<file path="config.mk">
export PLATFORM = sky130hd
export DESIGN_NAME = pgtbl_xlate
export DESIGN_NICKNAME = d
export VERILOG_FILES = /design/src/rtl/xlate_pkg.sv /design/src/rtl/xlate_tlb.sv /design/src/rtl/xlate_walk.sv /design/src/rtl/pgtbl_xlate.sv
export SDC_FILE = /design/constraint.sdc
export NUM_CORES = 1
export LEC_CHECK = 0
export ABC_AREA = 1
export ABC_CLOCK_PERIOD_IN_PS = 2600
export BUFFER_PORTS_ARGS = -buffer_cell sky130_fd_sc_hd__buf_4
export CAP_MARGIN = 20
export CORE_UTILIZATION = 25
export DETAILED_ROUTE_END_ITERATION = 10
export HOLD_SLACK_MARGIN = 0.05
export MAX_ROUTING_LAYER = met4
export SLEW_MARGIN = 15
export SYNTH_ARGS = -nofsm -noshare
export SYNTH_HDL_FRONTEND = slang
export SYNTH_SLANG_ARGS = --single-unit
</file>
<file path="constraint.sdc">
create_clock -name clk_i -period 2.6 [get_ports clk_i]
set_clock_uncertainty 0.2 [all_clocks]
set_input_delay 0.13 -clock clk_i [delete_from_list [all_inputs] [get_ports clk_i]]
set_output_delay 0.13 -clock clk_i [all_outputs]
set_load 0.01 [all_outputs]
</file>
<file path="src/rtl/xlate_pkg.sv">
`timescale 1ns/1ps
package xlate_pkg;
  localparam int unsigned ADDR_W       = 32;
  localparam int unsigned PG_SHIFT     = 12;
  localparam int unsigned VPN_W        = ADDR_W - PG_SHIFT;
  localparam int unsigned DESC_VLD_BIT = 1;
  localparam int unsigned DESC_NS_BIT  = 3;

  typedef enum logic [1:0] {WK_IDLE, WK_REQ, WK_WAIT} wk_state_e;

  typedef struct packed {
    logic [VPN_W-1:0] vpn;
    logic [VPN_W-1:0] ppn;
    logic             ns;
  } tlb_ent_t;
endpackage

</file>
<file path="src/rtl/xlate_tlb.sv">
`timescale 1ns/1ps
module xlate_tlb
  import xlate_pkg::*;
#(
  parameter  int unsigned ENTRIES = 8,
  localparam int unsigned IDX_W   = (ENTRIES > 1) ? $clog2(ENTRIES) : 1
) (
  input  logic               clk_i,
  input  logic               rst_ni,
  input  logic               flush_i,
  input  logic [VPN_W-1:0]   lk_vpn_i,
  output logic               hit_o,
  output tlb_ent_t           hit_ent_o,
  input  logic               fill_i,
  input  tlb_ent_t           fill_ent_i,
  output logic [ENTRIES-1:0] vld_o
);
  tlb_ent_t           ent_q [ENTRIES];
  logic [ENTRIES-1:0] vld_q;
  logic [ENTRIES-1:0] match;
  logic [IDX_W-1:0]   rr_q;
  logic               do_fill;

  assign do_fill = fill_i && !flush_i;  // flush wins

  for (genvar g = 0; g < ENTRIES; g++) begin : g_cmp
    assign match[g] = vld_q[g] && (ent_q[g].vpn == lk_vpn_i);
  end

  always_comb begin
    hit_ent_o = '0;
    for (int i = 0; i < ENTRIES; i++)
      if (match[i]) hit_ent_o = tlb_ent_t'(hit_ent_o | ent_q[i]);
  end

  assign hit_o = |match;
  assign vld_o = vld_q;

  always_ff @(posedge clk_i or negedge rst_ni) begin
    if (!rst_ni) begin
      for (int i = 0; i < ENTRIES; i++) ent_q[i] <= '0;
    end else if (do_fill) begin
      for (int i = 0; i < ENTRIES; i++)
        if (rr_q == IDX_W'(i)) ent_q[i] <= fill_ent_i;
    end
  end

  always_ff @(posedge clk_i or negedge rst_ni) begin
    if (!rst_ni) begin
      vld_q <= '0;
      rr_q  <= '0;
    end else if (flush_i) begin
      vld_q <= '0;
    end else if (do_fill) begin
      vld_q[rr_q] <= 1'b1;
      rr_q        <= (rr_q == IDX_W'(ENTRIES - 1)) ? '0 : rr_q + 1'b1;
    end
  end
endmodule

</file>
<file path="src/rtl/xlate_walk.sv">
`timescale 1ns/1ps
module xlate_walk
  import xlate_pkg::*;
(
  input  logic              clk_i,
  input  logic              rst_ni,
  input  logic              start_i,
  input  logic [ADDR_W-1:0] addr_i,
  input  logic              flush_i,
  output logic              busy_o,
  output logic              mem_req_valid_o,
  output logic [ADDR_W-1:0] mem_req_addr_o,
  input  logic              mem_req_ready_i,
  input  logic              mem_rsp_valid_i,
  input  logic [ADDR_W-1:0] mem_rsp_data_i,
  output logic              done_o,
  output logic [ADDR_W-1:0] desc_o,
  output logic              stale_o
);
  wk_state_e         state_q;
  logic [ADDR_W-1:0] addr_q;
  logic              stale_q;

  always_ff @(posedge clk_i or negedge rst_ni) begin
    if (!rst_ni) begin
      state_q <= WK_IDLE;
      addr_q  <= '0;
      stale_q <= 1'b0;
    end else begin
      unique case (state_q)
        WK_IDLE: if (start_i) begin
          state_q <= WK_REQ;
          addr_q  <= addr_i;
        end
        WK_REQ:  if (mem_req_ready_i) state_q <= WK_WAIT;
        WK_WAIT: if (mem_rsp_valid_i) state_q <= WK_IDLE;
        default: state_q <= WK_IDLE;
      endcase
      // a walk started alongside a base write already uses the new base
      if (start_i)                stale_q <= 1'b0;
      else if (busy_o && flush_i) stale_q <= 1'b1;
    end
  end

  assign busy_o          = (state_q != WK_IDLE);
  assign mem_req_valid_o = (state_q == WK_REQ);
  assign mem_req_addr_o  = addr_q;
  assign done_o          = (state_q == WK_WAIT) && mem_rsp_valid_i;
  assign desc_o          = mem_rsp_data_i;
  assign stale_o         = stale_q || flush_i;
endmodule

</file>
<file path="src/rtl/pgtbl_xlate.sv">
`timescale 1ns/1ps
module pgtbl_xlate
  import xlate_pkg::*;
#(
  parameter int unsigned TLB_ENTRIES = 8
) (
  input  logic              clk_i,
  input  logic              rst_ni,
  input  logic              cfg_we_i,
  input  logic [ADDR_W-1:0] cfg_wdata_i,
  input  logic              req_valid_i,
  input  logic [ADDR_W-1:0] req_va_i,
  output logic              req_ready_o,
  output logic              rsp_valid_o,
  output logic [ADDR_W-1:0] rsp_addr_o,
  output logic              rsp_fault_o,
  output logic              rsp_nonsec_o,
  output logic              mem_req_valid_o,
  output logic [ADDR_W-1:0] mem_req_addr_o,
  input  logic              mem_req_ready_i,
  input  logic              mem_rsp_valid_i,
  input  logic [ADDR_W-1:0] mem_rsp_data_i
);
  localparam int unsigned PAD_W = ADDR_W - VPN_W - 2;

  logic [ADDR_W-1:0]      base_q, base_eff, walk_addr, desc, va_q;
  logic [VPN_W-1:0]       req_vpn;
  logic                   acc, tlb_hit, hit_eff, miss;
  logic                   walk_busy, walk_done, walk_stale, desc_ok, fill;
  logic [TLB_ENTRIES-1:0] tlb_vld;
  tlb_ent_t               hit_ent, fill_ent;
  logic                   unused_sink;

  assign base_eff    = cfg_we_i ? cfg_wdata_i : base_q;
  assign req_vpn     = req_va_i[ADDR_W-1:PG_SHIFT];
  assign req_ready_o = !walk_busy;
  assign acc         = req_valid_i && req_ready_o;
  assign hit_eff     = tlb_hit && !cfg_we_i;
  assign miss        = acc && !hit_eff;
  assign walk_addr   = base_eff + {{PAD_W{1'b0}}, req_vpn, 2'b00};
  assign desc_ok     = desc[DESC_VLD_BIT];
  assign fill        = walk_done && desc_ok && !walk_stale;
  assign fill_ent    = '{vpn: va_q[ADDR_W-1:PG_SHIFT],
                         ppn: desc[ADDR_W-1:PG_SHIFT],
                         ns:  desc[DESC_NS_BIT]};
  assign unused_sink = ^{desc[PG_SHIFT-1:DESC_NS_BIT+1], desc[2], desc[0], tlb_vld};

  always_ff @(posedge clk_i or negedge rst_ni) begin
    if (!rst_ni) base_q <= '0;
    else if (cfg_we_i) base_q <= cfg_wdata_i;
  end

  always_ff @(posedge clk_i or negedge rst_ni) begin
    if (!rst_ni) va_q <= '0;
    else if (acc) va_q <= req_va_i;
  end

  xlate_tlb #(.ENTRIES(TLB_ENTRIES)) u_tlb (
    .clk_i      (clk_i),
    .rst_ni     (rst_ni),
    .flush_i    (cfg_we_i),
    .lk_vpn_i   (req_vpn),
    .hit_o      (tlb_hit),
    .hit_ent_o  (hit_ent),
    .fill_i     (fill),
    .fill_ent_i (fill_ent),
    .vld_o      (tlb_vld)
  );

  xlate_walk u_walk (
    .clk_i           (clk_i),
    .rst_ni          (rst_ni),
    .start_i         (miss),
    .addr_i          (walk_addr),
    .flush_i         (cfg_we_i),
    .busy_o          (walk_busy),
    .mem_req_valid_o (mem_req_valid_o),
    .mem_req_addr_o  (mem_req_addr_o),
    .mem_req_ready_i (mem_req_ready_i),
    .mem_rsp_valid_i (mem_rsp_valid_i),
    .mem_rsp_data_i  (mem_rsp_data_i),
    .done_o          (walk_done),
    .desc_o          (desc),
    .stale_o         (walk_stale)
  );

  always_ff @(posedge clk_i or negedge rst_ni) begin
    if (!rst_ni) begin
      rsp_valid_o  <= 1'b0;
      rsp_addr_o   <= '0;
      rsp_fault_o  <= 1'b0;
      rsp_nonsec_o <= 1'b0;
    end else begin
      rsp_valid_o <= 1'b0;
      if (acc && hit_eff) begin
        rsp_valid_o  <= 1'b1;
        rsp_addr_o   <= {hit_ent.ppn, req_va_i[PG_SHIFT-1:0]};
        rsp_fault_o  <= 1'b0;
        rsp_nonsec_o <= hit_ent.ns;
      end else if (walk_done) begin
        rsp_valid_o  <= 1'b1;
        rsp_addr_o   <= desc_ok ? {desc[ADDR_W-1:PG_SHIFT], va_q[PG_SHIFT-1:0]} : va_q;
        rsp_fault_o  <= !desc_ok;
        rsp_nonsec_o <= desc_ok && desc[DESC_NS_BIT];
      end
    end
  end
endmodule

</file>
After elaboration in Yosys (flattened, before gate mapping)
Cells that the tools add are included.
Cells by class
  add/subtract/negate cells: 2
  magnitude comparators: 2
  equality and inequality tests: 20
  multiplexer cells: 29
  bitwise gates (word level): 9
  reductions and logical operators: 43
Operators with widths (number)
  two-way mux 21 bit: 8
  equality test 20 bit: 8
  bitwise OR 21 bit: 7
  two-way mux 32 bit: 4
  adder 32 x 22 -> 32 bit: 1
  AND reduction 2 bit: 10
  logical AND 1 bit: 19
  two-way mux 8 bit: 2
  equality test 3 bit (second input constant): 4
  two-way mux 1 bit: 9
  bitwise OR 8 bit: 1
  nonzero test 2 bit: 4
  OR reduction 8 bit: 1
  equality test 3 x 2 -> 1 bit (second input constant): 2
  two-way mux 2 bit: 3
  one-hot mux 2 bit (3 select lines): 1
  zero test 1 bit: 5
  less-than comparator 3 x 4 -> 1 bit (second input constant): 1
  inequality test 2 bit (second input constant): 2
  adder 3 x 1 -> 3 bit (second input constant): 1
  demux 1 bit (select 3 bit): 1
  equality test 3 x 1 -> 1 bit (second input constant): 1
  greater-or-equal comparator 3 x 1 -> 1 bit (second input constant): 1
  zero test 3 bit: 1
  other kinds (8): 8
Storage, ports and cells
  flip-flop bits (word level): 473
  bits of input ports: 102
  output and inout bits: 69
  word-level logic and storage cells: 140

Logic depth before layout (Yosys ltp)
Gate-level depths: netlist of run 1.
  word-level depth: 18
  mapped depth: 21
  gate-level depth less buffers: 19

Cells and area by module
From an unflattened synthesis of run 1, not the netlist that was laid out.
Second synthesis, totals
  cell total of the unflattened synthesis: 3508
  area total of the unflattened synthesis: 26464.1 µm²
By module, submodules not included
  xlate_tlb: instances 1, cells an instance 2493, area an instance 18758.0 µm², seq. area each 8483.1 µm²
  pgtbl_xlate: instances 1, cells an instance 825, area an instance 6024.5 µm², seq. area each 2477.4 µm²
  xlate_walk: instances 1, cells an instance 190, area an instance 1681.6 µm², seq. area each 875.8 µm²

Least setup slack after synthesis of run 1
Ideal clock, no wire load.
  path type: input -> register
  from: input cfg_we_i
  to: register u_walk.addr_q[12], in the netlist u_walk.mem_req_addr_o[12]
  setup time: 0.127 ns
  arrival: 2.741 ns
  required time: 2.273 ns
  setup slack: -0.468 ns
  stages: 16
  path buffers: 3
  cell sequence: clkbuf_1 inv_1 buf_2 clkbuf_1 nand2_1 nand2_1 ha_1 inv_1 fa_1 o21ai_0 nand3_1 nand2_1 inv_1 o21ai_0 xnor2_1 o21ai_0
Between the ends
  elaborated cells between the ends (all ways): 7
  classes of those cells: 1 x add/sub; 1 x mux; 5 x reduce/logical
RTL lines
  start: declaration: line pgtbl_xlate.sv:9  | input logic cfg_we_i,
  two-way mux 32 bit
  via base_eff[2]: line pgtbl_xlate.sv:26  | logic [ADDR_W-1:0] base_q, base_eff, walk_addr, desc, va_q;
  adder 32 x 22 -> 32 bit: line pgtbl_xlate.sv:40  | assign walk_addr = base_eff + {{PAD_W{1'b0}}, req_vpn, 2'b00};
  end signal: assignment: line xlate_walk.sv:33  | addr_q <= addr_i;
  end: declaration: line xlate_walk.sv:21  | logic [ADDR_W-1:0] addr_q;
The timed path passes the listed nets, and every way through them passes these cells.
A chain may end at the register's enable or synchronous reset.

Final worst setup path of run 1
  from: register u_tlb.ent_q[194] (netlist name)
  to: register rsp_addr_o[29]
Between the ends
  longest elaborated chain between the ends: 12
  elaborated cells between the ends (all ways): 16
  classes of those cells: 1 x eq/ne; 6 x mux; 4 x bitwise; 5 x reduce/logical
Ends and longest elaborated chain
  start: declaration: line xlate_tlb.sv:18  | tlb_ent_t ent_q [ENTRIES];
  start signal: indexed assignment: line xlate_tlb.sv:44  | if (rr_q == IDX_W'(i)) ent_q[i] <= fill_ent_i;
  equality test 20 bit *: line xlate_tlb.sv:27  | assign match[g] = vld_q[g] && (ent_q[g].vpn == lk_vpn_i);
  logical AND 1 bit *: line xlate_tlb.sv:27
  two-way mux 21 bit: line xlate_tlb.sv:33  | if (match[i]) hit_ent_o = tlb_ent_t'(hit_ent_o | ent_q[i]);
  bitwise OR 21 bit: line xlate_tlb.sv:33
  two-way mux 21 bit: line xlate_tlb.sv:33
  bitwise OR 21 bit: line xlate_tlb.sv:33
  two-way mux 21 bit: line xlate_tlb.sv:33
  bitwise OR 21 bit: line xlate_tlb.sv:33
  two-way mux 21 bit: line xlate_tlb.sv:33
  bitwise OR 21 bit: line xlate_tlb.sv:33
  two-way mux 21 bit: line xlate_tlb.sv:33
  two-way mux 32 bit: line pgtbl_xlate.sv:95  | if (acc && hit_eff) begin
  end signal: assignment: line pgtbl_xlate.sv:97  | rsp_addr_o <= {hit_ent.ppn, req_va_i[PG_SHIFT-1:0]};
  end signal: assignment: line pgtbl_xlate.sv:102  | rsp_addr_o <= desc_ok ? {desc[ADDR_W-1:PG_SHIFT], va_q[PG_SHIFT-1:0]} : va_q;
  end: declaration: line pgtbl_xlate.sv:15  | output logic [ADDR_W-1:0] rsp_addr_o,
Every way passes the cells marked *; elsewhere a longest branch is shown, timed or not.

==> reports/metrics.csv, run 1 <==
stage,metric,value,unit
worst_setup_path,slowest_stage,dfrtp_1,
timing,setup_slack,131,ps
cells_and_area,num-nets-final,3491,
synthesis,synth-seq-cells,473,
worst_setup_path,crit_top_cell,nor2_1,
timing,maxClockFrequency,405,MHz
worst_setup_path,crit_start,u_tlb.ent_q[194]$_DFFE_PN0P_,
synthesis,synthCells,3031,
global_route,first_global_vias,19799,
placement,dp_hpwl,53800,um
hold_path,worstHoldPathType,in -> reg,
timing,slew_violations,0,
cells_and_area,seq_area,11800,um^2
placement,placed_cell_area,26900,um^2
worst_setup_path,start_kind,flip-flop,
route,antenna_left,0,
timing,finalHoldViolations,0,
synthesis,yosysTopAreaCell,dfrtp_1,
timing,fin_hold_ws,113,ps
floorplan,rows,111,
cells_and_area,fin_area,30000,um^2
worst_setup_path,r2r_slack,130,ps
power,powerDensity,814,nW/um^2
timing,fin_crit_sh,95.0,%
cells_and_area,nFillCells,9795,
floorplan,die_w,308,um
timing,tightest_slew,689,ps
status,outcome,"complete, no violations",
route,wl_per_cell,17.3,um
timing,setup_viol,0,
placement,gp_congestion,0.929,
global_route,grt_max_degree,84,
worst_setup_path,worstSetupEndpointType,flip-flop,
route,wirelength,80200,um
synthesis,syn_area,23400,um^2
timing,maxSlewHeadroom,54.1,%
floorplan,die_h,308,um
clock_network,tritoncts,done,
cells_and_area,multi_input_area,9820,um^2
floorplan,top_level_ports,171,
worst_setup_path,r2r_cells,15,
route,drtIter0Drc,1906,
synthesis,synth-edff-count,0,
placement,post-place-ws,-47.8,ps
run,cap_violations,0,
clock_network,cts_setup_buffers,0,
power,irDropWorstVdd,0.000576,V
route,first_pass_iters,6,
clock_network,clkTransAtPathRegs,60,ps
timing,fin_tns_setup,0,ps
worst_setup_path,crit_end,rsp_addr_o[29]$_DFFE_PN0P_,
worst_setup_path,cp_max_fo,42,
synthesis,synth_cell_type_count,49,
global_route,grt_util_all_layers,17.3,%
route,vias,21023,
synthesis,synth_nets,3160,
worst_setup_path,worstSetupPathType,reg -> reg,
power,p_leak,14.0,nW
synthesis,synth_warnings,0,
cells_and_area,synthToLayoutAreaGrowth,27.9,%
worst_setup_path,crit_required,2900,ps
worst_setup_path,crit_arrival,2770,ps
clock_network,htree_levels,2,
route,drc,0,
worst_setup_path,crit_chain,nand2_2 > o21ai_0 > nor2_1 > buf_4 > nand2_1 > nor2_1 > buf_4 > nand3_1 > nand2_2 > nor2_4 > nand2_8 > nand3_4 > buf_16 > nor2_2 > nor2_1,
clock_network,ctsLongestPathBuffers,3,
worst_setup_path,r2r_start,u_tlb.ent_q[194]$_DFFE_PN0P_,
placement,port_buffers,160,
floorplan,dieArea,94900,um^2
global_route,grt_pass1_wl,122000,um
cells_and_area,drive_gt1_share,14.3,%
timing,period_needed,2470,ps
clock_network,cts_root_buffer,clkbuf_16,
clock_network,clk-insertion-delay-late,630,ps
synthesis,yosysTopAreaCellShare,50.6,%
clock_network,cts_made_buffers,49,
synthesis,yosys-top-cells-area,"dfrtp_1 51%, nand2_1 17%, o21ai_0 9.3%, inv_1 4.9%, nor2_1 2.9%",
synthesis,avgSynthCellArea,7.72,um^2
worst_setup_path,slowest_delay,410,ps
global_route,antenna_found_initial,5,
clock_network,cts.sinks,473,
synthesis,seq_area_frac_synth,50.6,%
floorplan,start_util,25.4,%
worst_setup_path,r2r_end,rsp_addr_o[29]$_DFFE_PN0P_,
floorplan,fp.coreArea,92200,um^2
synthesis,synthFlopType,dfrtp_1,
route,vias_per_cell,4.52,
synthesis,async_flop_share,100,%
global_route,grt_remaining_overflow,0,
==> worst min path at each step <==
| stage | depth (start not counted) | start | slack [ps] | end |
|---|---|---|---|---|
| after detailed placement | 1 | rst_ni | -170 | va_q[19]$_DFFE_PN0P_ |
| after global placement | 1 | rst_ni | -170 | va_q[19]$_DFFE_PN0P_ |
| after CTS | 4 | mem_req_ready_i | 70 | u_walk.state_q[1]$_DFFE_PN0P_ |
| after floorplan | 0 | rst_ni | -370 | base_q[0]$_DFF_PN0_ |
| final | 4 | mem_req_ready_i | 110 | u_walk.state_q[1]$_DFFE_PN0P_ |
| after global routing | 4 | mem_req_ready_i | 120 | u_walk.state_q[1]$_DFFE_PN0P_ |
==> metal layers <==
layer,share of wire [%],track usage [%],up-vias
li1,-,-,10213
met1,45,23.7,10007
met2,45,26.6,701
met3,7.8,3.14,102
met4,1.8,3.59,0
met5,0,-,-
==> registers in the layout, summed over array words and instances, names as in the netlist <==
signal                 count
u_tlb.rr_q                 3
rsp_fault_o                1
u_walk.mem_req_addr_o     32
rsp_valid_o                1
u_tlb.vld_o                8
rsp_addr_o                32
rsp_nonsec_o               1
u_tlb.ent_q              328
u_walk.stale_q             1
va_q                      32
u_walk.state_q             2
base_q                    32
==> layout by cell type (no fill, tap or decap), types with 6 or more instances in the layout <==
cell type      count
a21oi_1           23
buf_12            25
buf_4            276
clkbuf_1           9
clkbuf_16         49
clkbuf_8          16
clkinv_2           7
dfrtp_1          473
dlygate4sd3_1    116
ha_1              23
inv_1            304
inv_2             20
nand2_1         1070
nand2_2           12
nand2_4           11
nand3_1           62
nand3_2            7
nand4_1           27
nor2_1           176
nor2_2             8
o211ai_1           7
o21a_1             7
o21ai_0          432
o21ai_1           92
o21ai_2           15
o22ai_1           15
or2_2              6
xnor2_1           33
xor2_1            15
==> cell usage after synthesis, types with 4 or more instances <==
master / number
nand2_1: 1080
dfrtp_1: 473
o21ai_0: 437
inv_1: 305
nor2_1: 183
clkbuf_1: 96
o21ai_1: 89
nand3_1: 65
xnor2_1: 33
buf_2: 30
a21oi_1: 27
nand4_1: 27
ha_1: 26
inv_2: 21
o22ai_1: 15
xor2_1: 15
o21ai_2: 13
nand2_4: 12
o211ai_1: 7
o21a_1: 7
buf_6: 6
or2_2: 6
nand3_2: 5
a32o_1: 4
buf_4: 4
nor2_4: 4
nor3_1: 4
==> layout make-up <==
| type | count | area share, % |
|---|---|---|
| flip-flops and latches | 473 | 39.5 |
| clock inverters | 16 | 0.794 |
| multi-input cells | 2091 | 32.8 |
| clock buffers | 74 | 4.94 |
| diodes | 2 | 0.0167 |
| repair buffers | 420 | 12.6 |
| inverters | 327 | 4.11 |
| well taps | 1243 | 5.19 |
==> per-stage QoR <==
stage          power, mW  cells  util, %
2_1_floorplan       13.4   3031        -
3_3_place_gp        16.5   4437     29.2
3_5_place_dp        16.6   4437     29.2
4_1_cts             24.5   4644     32.3
5_1_grt             25.8   4646     32.5
6_report            24.4   4646     32.5
==> logic make-up after synthesis <==
group | count (synthesis) | share of synthesized area, %
AO/OA/AOI/OAI | 614 | 13.8
XOR/XNOR | 48 | 1.80
adder cells (fa/ha/maj) | 27 | 1.47
buffers and inverters | 467 | 8.04
flip-flops | 473 | 50.6
AND/OR/NAND/NOR | 1402 | 24.3
==> repair_timing <==
| item | CTS | global route |
|---|---|---|
| hold buffers | 117 | 0 |
| gates resized for setup | 0 | 36 |
| endpoints found under the hold margin | 773 | 0 |
| setup endpoints to repair | 0 | 51 |
==> power breakdown <==
part	total, mW	internal, mW	switching [mW]
sequential	10.0	8.91	1.09
clock	7.55	4.35	3.19
combinational	6.83	2.80	4.03
==> critical path: cells and delay by family (launching register included) <==
family	cells	cell delay, ps
AOI/OAI and AO/OA	1	90
DFF	1	410
buffers and inverters	3	480
and+or+nand+nor	11	1140
Power figures use the tool's default switching activity.
==> run 2: changes to the inputs <==
--- a/config.mk
+++ b/config.mk
@@ -13,6 +13,7 @@
 export DETAILED_ROUTE_END_ITERATION = 10
 export HOLD_SLACK_MARGIN = 0.05
 export MAX_ROUTING_LAYER = met4
+export REMOVE_ABC_BUFFERS = 1
 export SLEW_MARGIN = 15
 export SYNTH_ARGS = -nofsm -noshare
 export SYNTH_HDL_FRONTEND = slang
==> run 2 against run 1 <==
Worst setup slack got worse by 22 ps. Count of clock-buffer cells in the layout stayed put. First-iteration DRC count rose by 3.7%. Fmax fell by 0.89%. Design area is 3.0% higher. Critical path depth down 1. Final cell count increased by 1.5%. Combinational power up 1%. Largest power group unchanged. Non-clock buffer count rose by 68. Wire length hardly changed.
==> reports/metrics.csv, run 2 (same netlist as run 1, synthesis figures left out) <==
stage,metric,value,unit,change
cells_and_area,final_cell_mix,"1073 x nand2_1, 473 x dfrtp_1, 432 x o21ai_0",,"was 1070 x nand2_1, 473 x dfrtp_1, 432 x o21ai_0"
power,irDropWorstVdd,0.000506,V,was 0.000576 V
floorplan,top_level_ports,171,,unchanged
worst_setup_path,r2r_cells,14,,was 15
cells_and_area,fin_area,30900,um^2,was 30000 um^2
power,p_leak,14.5,nW,was 14.0 nW
floorplan,rows,111,,unchanged
hold_path,holdPathEnd,u_walk.mem_req_addr_o[2]$_DFFE_PN0P_,,was u_walk.state_q[1]$_DFFE_PN0P_
clock_network,htree_levels,2,,unchanged
cells_and_area,drive_gt1_share,15.6,%,was 14.3%
worst_setup_path,cp_max_fo,9,,was 42
global_route,grt_remaining_overflow,0,,unchanged
worst_setup_path,worstSetupEndpointType,flip-flop,,unchanged
global_route,grt_util_all_layers,17.3,%,about the same
cells_and_area,largest_register_ffs,328,,unchanged
global_route,first_global_vias,20234,,was 19799
worst_setup_path,start_kind,flip-flop,,unchanged
route,vias_per_cell,4.52,,about the same
timing,maxClockFrequency,401,MHz,was 405 MHz
clock_network,cts.sinks,473,,unchanged
global_route,antenna_found_initial,3,,was 5
cells_and_area,layout_commonest_cell,nand2_1,,unchanged
cells_and_area,synthToLayoutAreaGrowth,31.8,%,was 27.9%
worst_setup_path,crit_arrival,2810,ps,was 2770 ps
power,powerDensity,818,nW/um^2,was 814 nW/um^2
placement,post-place-ws,-52.2,ps,was -47.8 ps
clock_network,cts_root_buffer,clkbuf_16,,unchanged
status,outcome,"complete, no violations",,unchanged
global_route,grt_pass1_wl,123000,um,was 122000 um
route,vias,21341,,was 21023
timing,setup_slack,109,ps,was 131 ps
global_route,grt_max_degree,120,,was 84
route,first_pass_iters,6,,unchanged
clock_network,tritoncts,done,,unchanged
timing,setup_viol,0,,unchanged
floorplan,die_h,308,um,unchanged
run,cap_violations,0,,unchanged
cells_and_area,top_register,u_tlb.ent_q,,unchanged
route,wirelength,80200,um,about the same
hold_path,worstHoldPathType,in -> reg,,unchanged
power,p_total,25.2,mW,was 24.4 mW
clock_network,ctsLongestPathBuffers,3,,unchanged
route,drtIter0Drc,1976,,was 1906
floorplan,start_util,25.4,%,unchanged
timing,period_needed,2490,ps,was 2470 ps
clock_network,cts_made_buffers,53,,was 49
worst_setup_path,crit_required,2920,ps,was 2900 ps
placement,port_buffers,160,,unchanged
route,wl_per_cell,17.0,um,was 17.3 um
timing,fin_crit_sh,95.8,%,was 95.0%
floorplan,dieArea,94900,um^2,unchanged
placement,dp_hpwl,53500,um,was 53800 um
worst_setup_path,r2r_start,u_tlb.ent_q[114]$_DFFE_PN0P_,,was u_tlb.ent_q[194]$_DFFE_PN0P_
placement,gp_congestion,0.914,,was 0.929
worst_setup_path,worstSetupPathType,reg -> reg,,unchanged
clock_network,clk-insertion-delay-late,630,ps,about the same
worst_setup_path,r2r_end,rsp_addr_o[23]$_DFFE_PN0P_,,was rsp_addr_o[29]$_DFFE_PN0P_
clock_network,clkTransAtPathRegs,60,ps,about the same
hold_path,hold_start,cfg_wdata_i[2],,was mem_req_ready_i
timing,tightest_slew,817,ps,was 689 ps
timing,maxSlewHeadroom,45.3,%,was 54.1%
worst_setup_path,r2r_slack,110,ps,was 130 ps
placement,placed_cell_area,27200,um^2,was 26900 um^2
timing,fin_hold_ws,35.0,ps,was 113 ps
floorplan,die_w,308,um,unchanged
hold_path,min_path_cells,6,,was 4
timing,slew_violations,0,,unchanged
route,drc,0,,unchanged
cells_and_area,num-nets-final,3563,,was 3491
floorplan,fp.coreArea,92200,um^2,unchanged
route,antenna_left,0,,unchanged
timing,finalHoldViolations,0,,unchanged
## run 2: critical path, stage by stage (launching register included)
cell and delay, ps:
dfrtp_1 420, inv_1 60, nand2_1 80, nand2_1 50, nor2_1 280, nand2_1 150
nor2_4 180, nand3_4 90, nand2_2 120, nor2_4 60, nand2_8 90, nand3_4 70
buf_12 170, buf_12 160, o21a_1 180
## run 2: cell type report
class | instances | area (um^2)
Antenna cell | 1 | 2.50
Clock buffer | 74 | 1550
Clock inverter | 21 | 425
Fill cell | 9739 | 61400
Inverter | 327 | 1240
Multi-Input combinational cell | 2091 | 9860
Sequential cell | 473 | 11800
Tap cell | 1243 | 1560
Timing Repair Buffer | 488 | 4390
## run 2: repair_timing
| action | in CTS | in global routing |
|---|---|---|
| setup buffers | 0 | 1 |
| setup endpoints to repair | 0 | 66 |
| hold buffers | 139 | 0 |
| hold endpoints to repair | 766 | 0 |
| resized for setup | 0 | 45 |
## run 2: stage by stage
stage / setup TNS [ps] / instances / util [%]
floorplan: -351380 / 2891 / -
global route: -23.1 / 4718 / 33.5
global placement: -354 / 4480 / 29.5
CTS: 0 / 4714 / 33.2
detailed placement: -198 / 4480 / 29.5
finish: 0 / 4718 / 33.5
## run 2: worst max path at each step
| stage | from | endpoint | depth (start not counted) |
|---|---|---|---|
| 3_3_place_gp | cfg_we_i | u_walk.mem_req_addr_o[29]$_DFFE_PN0P_ | 19 |
| 4_1_cts | cfg_we_i | u_walk.mem_req_addr_o[24]$_DFFE_PN0P_ | 14 |
| 6_report | u_tlb.ent_q[114]$_DFFE_PN0P_ | rsp_addr_o[23]$_DFFE_PN0P_ | 14 |
| 2_1_floorplan | u_walk.state_q[1]$_DFFE_PN0P_ | u_tlb.ent_q[287]$_DFFE_PN0P_ | 6 |
| 5_1_grt | cfg_we_i | u_walk.mem_req_addr_o[29]$_DFFE_PN0P_ | 20 |
| 3_5_place_dp | cfg_we_i | u_walk.mem_req_addr_o[24]$_DFFE_PN0P_ | 13 |
## run 2: report_power, final
part | leakage, nW | switching (mW) | internal, mW
clock network | 0.960 | 3.28 | 5.16
logic | 7.18 | 4.00 | 2.89
registers | 6.35 | 0.995 | 8.91
total | 14.5 | 8.28 | 17.0
## run 2: per-layer routing
layer / up-vias / GRT usage [%] / wire, um
met3: 117 / 2.29 / 5030
li1: 10387 / - / -
met4: 0 / 4.43 / 1940
met2: 631 / 26.8 / 36100
met1: 10206 / 23.8 / 37100
met5: - / - / 0
